**src/rtl/pcache_pkg.sv**
```systemverilog
package pcache_pkg;
    typedef enum logic {
        ST_LOOKUP = 1'b0,
        ST_FILL   = 1'b1
    } pc_state_e;

    localparam logic [1:0] RA_CTRL   = 2'd0;
    localparam logic [1:0] RA_REPORT = 2'd1;
    localparam logic [1:0] RA_STATUS = 2'd2;
    localparam logic [1:0] RA_ERRADR = 2'd3;
endpackage

```
**src/rtl/pcache_par.sv**
```systemverilog
module pcache_par #(
    parameter int DATA_W = 32
) (
    input  logic [DATA_W-1:0]   data,
    output logic [DATA_W/8-1:0] par
);
    localparam int NBYTE = DATA_W / 8;

    // even parity: one bit per byte lane
    for (genvar g = 0; g < NBYTE; g++) begin : g_lane
        assign par[g] = ^data[8*g +: 8];
    end
endmodule

```
**src/rtl/pcache_csr.sv**
```systemverilog
module pcache_csr
    import pcache_pkg::*;
#(
    parameter int ADDR_W = 16
) (
    input  logic              clk,
    input  logic              rst_n,
    input  logic              reg_wr,
    input  logic [1:0]        reg_addr,
    input  logic [3:0]        reg_wdata,
    output logic [31:0]       reg_rdata,
    input  logic              det_data,
    input  logic              det_tag,
    input  logic [ADDR_W-1:0] det_addr,
    input  logic              fill_done,
    output logic              chk_en,
    output logic              moe_en,
    output logic              poison_data,
    output logic              poison_tag
);
    typedef struct packed {
        logic              chk;
        logic              moe;
        logic              pdat;
        logic              ptag;
        logic              rep;
        logic [1:0]        flg;
        logic [ADDR_W-1:0] ea;
    } csr_t;

    csr_t csr_d, csr_q;

    always_comb begin
        csr_d = csr_q;
        if (fill_done) begin
            csr_d.pdat = 1'b0;
            csr_d.ptag = 1'b0;
        end
        if (reg_wr) begin
            case (reg_addr)
                RA_CTRL:   {csr_d.ptag, csr_d.pdat, csr_d.moe, csr_d.chk} = reg_wdata;
                RA_REPORT: csr_d.rep = reg_wdata[0];
                RA_STATUS: csr_d.flg = csr_q.flg & ~reg_wdata[1:0];
                default:   ;
            endcase
        end
        if (csr_q.rep) begin
            if (det_data) csr_d.flg[0] = 1'b1;
            if (det_tag)  csr_d.flg[1] = 1'b1;
            if ((det_data || det_tag) && csr_q.flg == 2'b00) csr_d.ea = det_addr;
        end
    end

    always_ff @(posedge clk) begin
        if (!rst_n) begin
            csr_q     <= '0;
            csr_q.chk <= 1'b1;
            csr_q.moe <= 1'b1;
        end else begin
            csr_q <= csr_d;
        end
    end

    always_comb begin
        case (reg_addr)
            RA_CTRL:   reg_rdata = {28'd0, csr_q.ptag, csr_q.pdat, csr_q.moe, csr_q.chk};
            RA_REPORT: reg_rdata = {31'd0, csr_q.rep};
            RA_STATUS: reg_rdata = {30'd0, csr_q.flg};
            default:   reg_rdata = {{(32-ADDR_W){1'b0}}, csr_q.ea};
        endcase
    end

    assign chk_en      = csr_q.chk;
    assign moe_en      = csr_q.moe;
    assign poison_data = csr_q.pdat;
    assign poison_tag  = csr_q.ptag;

    a_r6_quiet_when_off: assert property (@(posedge clk) disable iff (!rst_n)
        (!csr_q.rep && !reg_wr) |=> $stable(csr_q.flg));
    a_r8_capture_hold: assert property (@(posedge clk) disable iff (!rst_n)
        (csr_q.flg != 2'b00 && !reg_wr) |=> $stable(csr_q.ea));
    a_r11_inject_oneshot: assert property (@(posedge clk) disable iff (!rst_n)
        (fill_done && !reg_wr) |=> (!csr_q.pdat && !csr_q.ptag));
endmodule

```
**src/rtl/pcache.sv**
```systemverilog
module pcache
    import pcache_pkg::*;
#(
    parameter int ADDR_W     = 16,
    parameter int DATA_W     = 32,
    parameter int SETS       = 8,
    parameter int LINE_WORDS = 4
) (
    input  logic              clk,
    input  logic              rst_n,
    input  logic              inval,
    input  logic              cpu_req,
    input  logic [ADDR_W-1:0] cpu_addr,
    output logic              rsp_valid,
    output logic [DATA_W-1:0] rsp_data,
    output logic              mem_rd,
    output logic [ADDR_W-1:0] mem_addr,
    input  logic              mem_rvalid,
    input  logic [DATA_W-1:0] mem_rdata,
    input  logic              reg_wr,
    input  logic [1:0]        reg_addr,
    input  logic [3:0]        reg_wdata,
    output logic [31:0]       reg_rdata
);
    localparam int OFF_W  = $clog2(LINE_WORDS);
    localparam int IDX_W  = $clog2(SETS);
    localparam int TAG_W  = ADDR_W - OFF_W - IDX_W;
    localparam int LINE_W = ADDR_W - OFF_W;
    localparam int NBYTE  = DATA_W / 8;
    localparam int WORDS  = SETS * LINE_WORDS;

    typedef struct packed {
        pc_state_e                     st;
        logic [OFF_W-1:0]              cnt;
        logic [OFF_W-1:0]              crit;
        logic [LINE_W-1:0]             line;
        logic [WORDS-1:0][DATA_W-1:0]  data;
        logic [WORDS-1:0][NBYTE-1:0]   dpar;
        logic [SETS-1:0][TAG_W-1:0]    tag;
        logic [SETS-1:0]               val;
        logic [SETS-1:0]               tpar;
    } core_t;

    core_t core_d, core_q;

    logic chk_en, moe_en, poison_data, poison_tag, fill_done;

    // lookup decode
    logic [TAG_W-1:0]       req_tag;
    logic [IDX_W-1:0]       req_idx;
    logic [OFF_W+IDX_W-1:0] req_word;
    logic [NBYTE-1:0]       look_par, fill_par;
    logic                   lookup, tag_match, tag_perr, data_perr, perr, force_miss, hit;
    logic [OFF_W-1:0]       fill_off;
    logic [OFF_W+IDX_W-1:0] fill_word;

    assign req_tag  = cpu_addr[ADDR_W-1 -: TAG_W];
    assign req_idx  = cpu_addr[OFF_W +: IDX_W];
    assign req_word = cpu_addr[OFF_W+IDX_W-1:0];
    assign fill_off  = core_q.crit + core_q.cnt;
    assign fill_word = {core_q.line[IDX_W-1:0], fill_off};

    pcache_par #(.DATA_W(DATA_W)) u_look_par (.data(core_q.data[req_word]), .par(look_par));
    pcache_par #(.DATA_W(DATA_W)) u_fill_par (.data(mem_rdata), .par(fill_par));

    assign lookup     = (core_q.st == ST_LOOKUP) && cpu_req;
    assign tag_match  = core_q.val[req_idx] && (core_q.tag[req_idx] == req_tag);
    assign tag_perr   = chk_en && (^{core_q.val[req_idx], core_q.tag[req_idx], core_q.tpar[req_idx]});
    assign data_perr  = chk_en && tag_match && (look_par != core_q.dpar[req_word]);
    assign perr       = lookup && (tag_perr || data_perr);
    assign force_miss = perr && moe_en;
    assign hit        = lookup && tag_match && !force_miss;

    always_comb begin
        core_d    = core_q;
        fill_done = 1'b0;
        if (inval) begin
            for (int s = 0; s < SETS; s++) begin
                core_d.tpar[s] = core_q.tpar[s] ^ core_q.val[s];
            end
            core_d.val = '0;
        end
        case (core_q.st)
            ST_LOOKUP: begin
                if (lookup && !hit) begin
                    core_d.st            = ST_FILL;
                    core_d.cnt           = '0;
                    core_d.crit          = cpu_addr[OFF_W-1:0];
                    core_d.line          = cpu_addr[ADDR_W-1:OFF_W];
                    core_d.val[req_idx]  = 1'b0;
                    core_d.tpar[req_idx] = ^core_q.tag[req_idx];
                end
            end
            default: begin
                if (mem_rvalid) begin
                    core_d.data[fill_word] = mem_rdata;
                    core_d.dpar[fill_word] = fill_par ^ {NBYTE{poison_data}};
                    core_d.cnt             = core_q.cnt + 1'b1;
                    if (core_q.cnt == OFF_W'(LINE_WORDS - 1)) begin
                        core_d.st  = ST_LOOKUP;
                        fill_done  = 1'b1;
                        core_d.tag[core_q.line[IDX_W-1:0]]  = core_q.line[LINE_W-1 -: TAG_W];
                        core_d.val[core_q.line[IDX_W-1:0]]  = 1'b1;
                        core_d.tpar[core_q.line[IDX_W-1:0]] =
                            (^{1'b1, core_q.line[LINE_W-1 -: TAG_W]}) ^ poison_tag;
                    end
                end
            end
        endcase
    end

    always_ff @(posedge clk) begin
        if (!rst_n) core_q <= '0;
        else        core_q <= core_d;
    end

    assign mem_rd    = (core_q.st == ST_FILL);
    assign mem_addr  = {core_q.line, fill_off};
    assign rsp_valid = hit || (mem_rd && mem_rvalid && core_q.cnt == '0);
    assign rsp_data  = hit ? core_q.data[req_word] : mem_rdata;

    pcache_csr #(.ADDR_W(ADDR_W)) u_csr (
        .clk(clk), .rst_n(rst_n),
        .reg_wr(reg_wr), .reg_addr(reg_addr), .reg_wdata(reg_wdata), .reg_rdata(reg_rdata),
        .det_data(lookup && data_perr), .det_tag(lookup && tag_perr), .det_addr(cpu_addr),
        .fill_done(fill_done),
        .chk_en(chk_en), .moe_en(moe_en), .poison_data(poison_data), .poison_tag(poison_tag)
    );

    a_r3_critical_first: assert property (@(posedge clk) disable iff (!rst_n)
        $rose(mem_rd) |-> (mem_addr == $past(cpu_addr)));
    a_r2_mem_addr_hold: assert property (@(posedge clk) disable iff (!rst_n)
        (mem_rd && !mem_rvalid) |=> (mem_rd && $stable(mem_addr)));
    a_r5_error_refills: assert property (@(posedge clk) disable iff (!rst_n)
        (perr && moe_en) |=> mem_rd);
    a_r10_error_hits: assert property (@(posedge clk) disable iff (!rst_n)
        (lookup && tag_match && !moe_en) |-> rsp_valid);
    a_r12_inval_all: assert property (@(posedge clk) disable iff (!rst_n)
        (inval && !fill_done) |=> (core_q.val == '0));
endmodule

```
**config.mk**
```make
export PLATFORM = sky130hd
export DESIGN_NAME = pcache
export DESIGN_NICKNAME = d
export VERILOG_FILES = /design/src/rtl/pcache_pkg.sv /design/src/rtl/pcache_par.sv /design/src/rtl/pcache_csr.sv /design/src/rtl/pcache.sv
export SDC_FILE = /design/constraint.sdc
export NUM_CORES = 2
export LEC_CHECK = 0
export CAP_MARGIN = 20
export CELL_PAD_IN_SITES_DETAIL_PLACEMENT = 1
export CELL_PAD_IN_SITES_GLOBAL_PLACEMENT = 1
export CORE_MARGIN = 2
export CORE_UTILIZATION = 45
export DETAILED_ROUTE_END_ITERATION = 8
export DONT_BUFFER_PORTS = 1
export GPL_TIMING_DRIVEN = 0
export PLACE_DENSITY = 0.8
export SYNTH_ARGS = -nofsm -noshare
export SYNTH_HDL_FRONTEND = slang
export SYNTH_HIERARCHICAL = 1
export SYNTH_SLANG_ARGS = --single-unit
```
**constraint.sdc**
```tcl
create_clock -name clk -period 14.75 [get_ports clk]
set_clock_uncertainty 0.15 [all_clocks]
set_input_delay 2.2125 -clock clk [delete_from_list [all_inputs] [get_ports clk]]
set_output_delay 2.2125 -clock clk [all_outputs]
set_load 0.05 [all_outputs]
```
==> run metrics <==
I/O pin count 142; die height 368.4 microns; FP Rows 133; post-DP HPWL 191,900 microns; initial DRC count 5,562; CTS tree built; post-synthesis sequential area ratio between 40% and 50%; Combinational Power Share 8.2%; fmax 84.14 MHz; cell count after synthesis about 6,700; vias in the first global route 54,632; max_cap viols 0; CP endpoint kind output port; hold_buf cts 0; CTS H-tree lvls 4; R2R setup slack 9860 ps; pwr/cell area 115.8 nW/um^2; Req. time, crit path 12,390 ps; layout cells sized above 1 9.423%; Cell variety after synth 63; Max FO, Critical Path 10; Placer Congestion 1.020; clock sinks 1,298; core area 131,600 sq um; Seq pwr share ~45%; # setup viols final 0; Async SR Flop Fraction 0%; Synth top area share 43.49%; final instance area 67,120 sq um; Initial DRT Pass Iterations 6; Psw 2014 uW; wire length of the first global-routing pass 365,200 microns; grt ovf 0; Initial Util between 40% and 50%; wirelength, routed 254,600 microns; worst reg2reg startpoint core_q[470]$_SDFFE_PN0P_; CTS Buf Count 140; placed inst area 62,330 sq um; DRC 0; I/O Buffers 0; fin cells 8,710; # nets final 6,906; fin crit share 80.58%; setup TNS 0 ps; initial antenna violation count 9; Layout area overhead 12.34%; ys flop type dfxtp_1; Final Hold Viols 0; GRT Total Usage 36.73%; Leak between 0.02 and 0.025 uW; CTS root buffer clkbuf_16; max_slew headroom 10.18%; cell taking the most area after synthesis dfxtp_1; peak supply drop between 0.1 and 0.15 mV; DRT antenna net count 0; Crit. Startpoint cpu_addr[0]; largest net degree at the start of global routing 17; worst slew pin tran 1347 ps; Final Max Slew Viols 0; Post-synth EDFFs 0; Tmin final about 12,000 ps; Worst Hold Class reg2reg; worst setup path endpoint rsp_data[18]; outcome finished clean; Yosys Warn Count 6; RR Endpoint core_q[12]$_SDFF_PN0_; Clock power frac 46.4%; top cells by area, synth dfxtp_1 (43%), nand2_1 (16%), a21boi_0 (14%); Post-CTS Setup Inserts 0; clk_lat worst skew a little over 800 ps; clk buf depth 3; synthesized flop and latch total 1,298; Cells after DPL 8,443; RSZ-0062 raised after global routing no; DR vias 53,258; Post-CTS Resized 0; Cell Area, Synth 59,750 sq um; Sw Share 25.91%; DIE WIDTH 368.4 microns; vias per inst between 6 and 7; Worst setup SP type primary input; DIE AREA between 100,000 and 150,000 sq um; Reg clk slew, reported paths 60 ps; Syn Area/Cell ~9.0 sq um; cells on worst reg2reg path 13; Arr. time, crit path ~9500 ps; Worst Path Class, Setup in2out; per-cell routed wire length 29.23 microns; cell-internal power 5759 uW
## sequential cells by signal, summed over array words and instances (netlist names)
name / cells
u_csr/moe_en: 1
u_csr/poison_tag: 1
u_csr/csr_q: 19
mem_addr: 14
core_q: 1260
mem_rd: 1
u_csr/chk_en: 1
u_csr/poison_data: 1
## per-layer routing
metal | track usage (%) | vias to the layer above | routed length (microns)
met2 | 55.83 | 2683 | 110400
met4 | 26.67 | 4 | 21130
met5 | 0 | - | 17
met3 | 9.280 | 755 | 24820
met1 | 45.29 | 26969 | 98210
li1 | - | 22847 | -
## how the worst min path moves through the flow
stage,startpoint,to,slack [ps],depth (start not counted)
3_5_place_dp,u_csr/csr_q[0]$_SDFFE_PN0P_,u_csr/csr_q[0]$_SDFFE_PN0P_,310,2
4_1_cts,core_q[808]$_SDFFE_PN0P_,core_q[808]$_SDFFE_PN0P_,310,2
3_3_place_gp,u_csr/csr_q[0]$_SDFFE_PN0P_,u_csr/csr_q[0]$_SDFFE_PN0P_,290,2
6_report,core_q[888]$_SDFFE_PN0P_,core_q[888]$_SDFFE_PN0P_,310,2
2_1_floorplan,u_csr/csr_q[0]$_SDFFE_PN0P_,u_csr/csr_q[0]$_SDFFE_PN0P_,280,2
5_1_grt,core_q[557]$_SDFFE_PN0P_,core_q[557]$_SDFFE_PN0P_,330,2
## through the flow
step	power (uW)	setup WS, ps	hold WS [ps]	utilization (%)
detailed placement	4216	3110	305.5	47.35
global placement	4198	2084	291.0	47.10
floorplan	3968	5908	280.2	-
finish	7773	2865	314.7	50.99
CTS	7748	3091	314.9	50.84
global route	7934	2801	331.0	50.99
## worst max-delay path, cell delays in order
cell,delay (ps)
buf_2,340
clkbuf_1,430
buf_8,250
clkbuf_1,680
clkbuf_1,780
mux4_2,670
a22oi_1,420
nand4_1,270
xor2_1,220
xnor2_1,560
xnor2_1,420
xnor2_1,230
nand4_1,200
a21oi_2,60
o21ai_2,620
buf_6,300
mux2_1,790
## cell usage in the layout (no fill, tap or decap), types with 14 or more instances in the layout
master / synthesis / layout
nand2_1: 2488 / 2488
nor2_1: 63 / 63
clkbuf_1: 596 / 630
buf_1: 41 / 35
buf_4: 37 / 39
a21boi_0: 1112 / 1112
clkinv_2: 0 / 23
and3_1: 14 / 14
a22oi_1: 135 / 135
mux4_2: 318 / 318
buf_2: 13 / 19
buf_8: 0 / 22
mux2_1: 29 / 29
nor2b_1: 24 / 24
clkbuf_16: 0 / 149
clkbuf_8: 0 / 31
xor2_1: 31 / 31
nand4_1: 34 / 34
dfxtp_1: 1298 / 1298
xnor2_1: 92 / 92
conb_1: 1 / 16
o211a_1: 128 / 128
mux2i_1: 63 / 63
## layout make-up
class / instances / area [sq um]
clock buffer: 217 / 4294
antenna: 4 / 10.01
tap: 1755 / 2196
inverter: 7 / 26.28
buffer: 696 / 2855
sequential: 1298 / 25980
timing repair buffer: 32 / 500.5
clock inverter: 33 / 302.8
multi-input combinational: 4668 / 30950
fill: 15172 / 64510
## cell usage after synthesis, drive strengths merged, types with 5 or more instances
master,count
and2,9
xor2,31
clkbuf,596
nand3,5
and3b,6
or2,6
mux4,320
and3,14
a21boi,1113
mux2,35
o21ai,10
o211a,128
nand4,34
a21oi,13
xnor2,93
mux2i,63
nor3,5
inv,6
nand2,2489
dfxtp,1298
nor2,64
a22oi,135
buf,100
nor3b,6
nor2b,24
o2111ai,5
## logic make-up after synthesis
| group | after synthesis | synth area share (%) |
|---|---|---|
| other | 1 | 0.006276 |
| AND/OR/NAND/NOR | 2678 | 17.45 |
| adder cells (fa/ha/maj) | 3 | 0.06283 |
| AO/OA/AOI/OAI | 1426 | 18.45 |
| multiplexers | 418 | 13.79 |
| buffers and inverters | 703 | 4.804 |
| flip-flops | 1298 | 43.49 |
| XOR/XNOR | 127 | 1.945 |
## power by group through the flow
stage	clock network [uW]	registers, uW	logic [uW]
2_1_floorplan	0	3600	364
3_3_place_gp	0	3610	592
3_5_place_dp	0	3610	608
4_1_cts	3610	3530	612
5_1_grt	3760	3530	650
6_report	3610	3530	635
No activity file was read; power rests on OpenSTA's default activity.
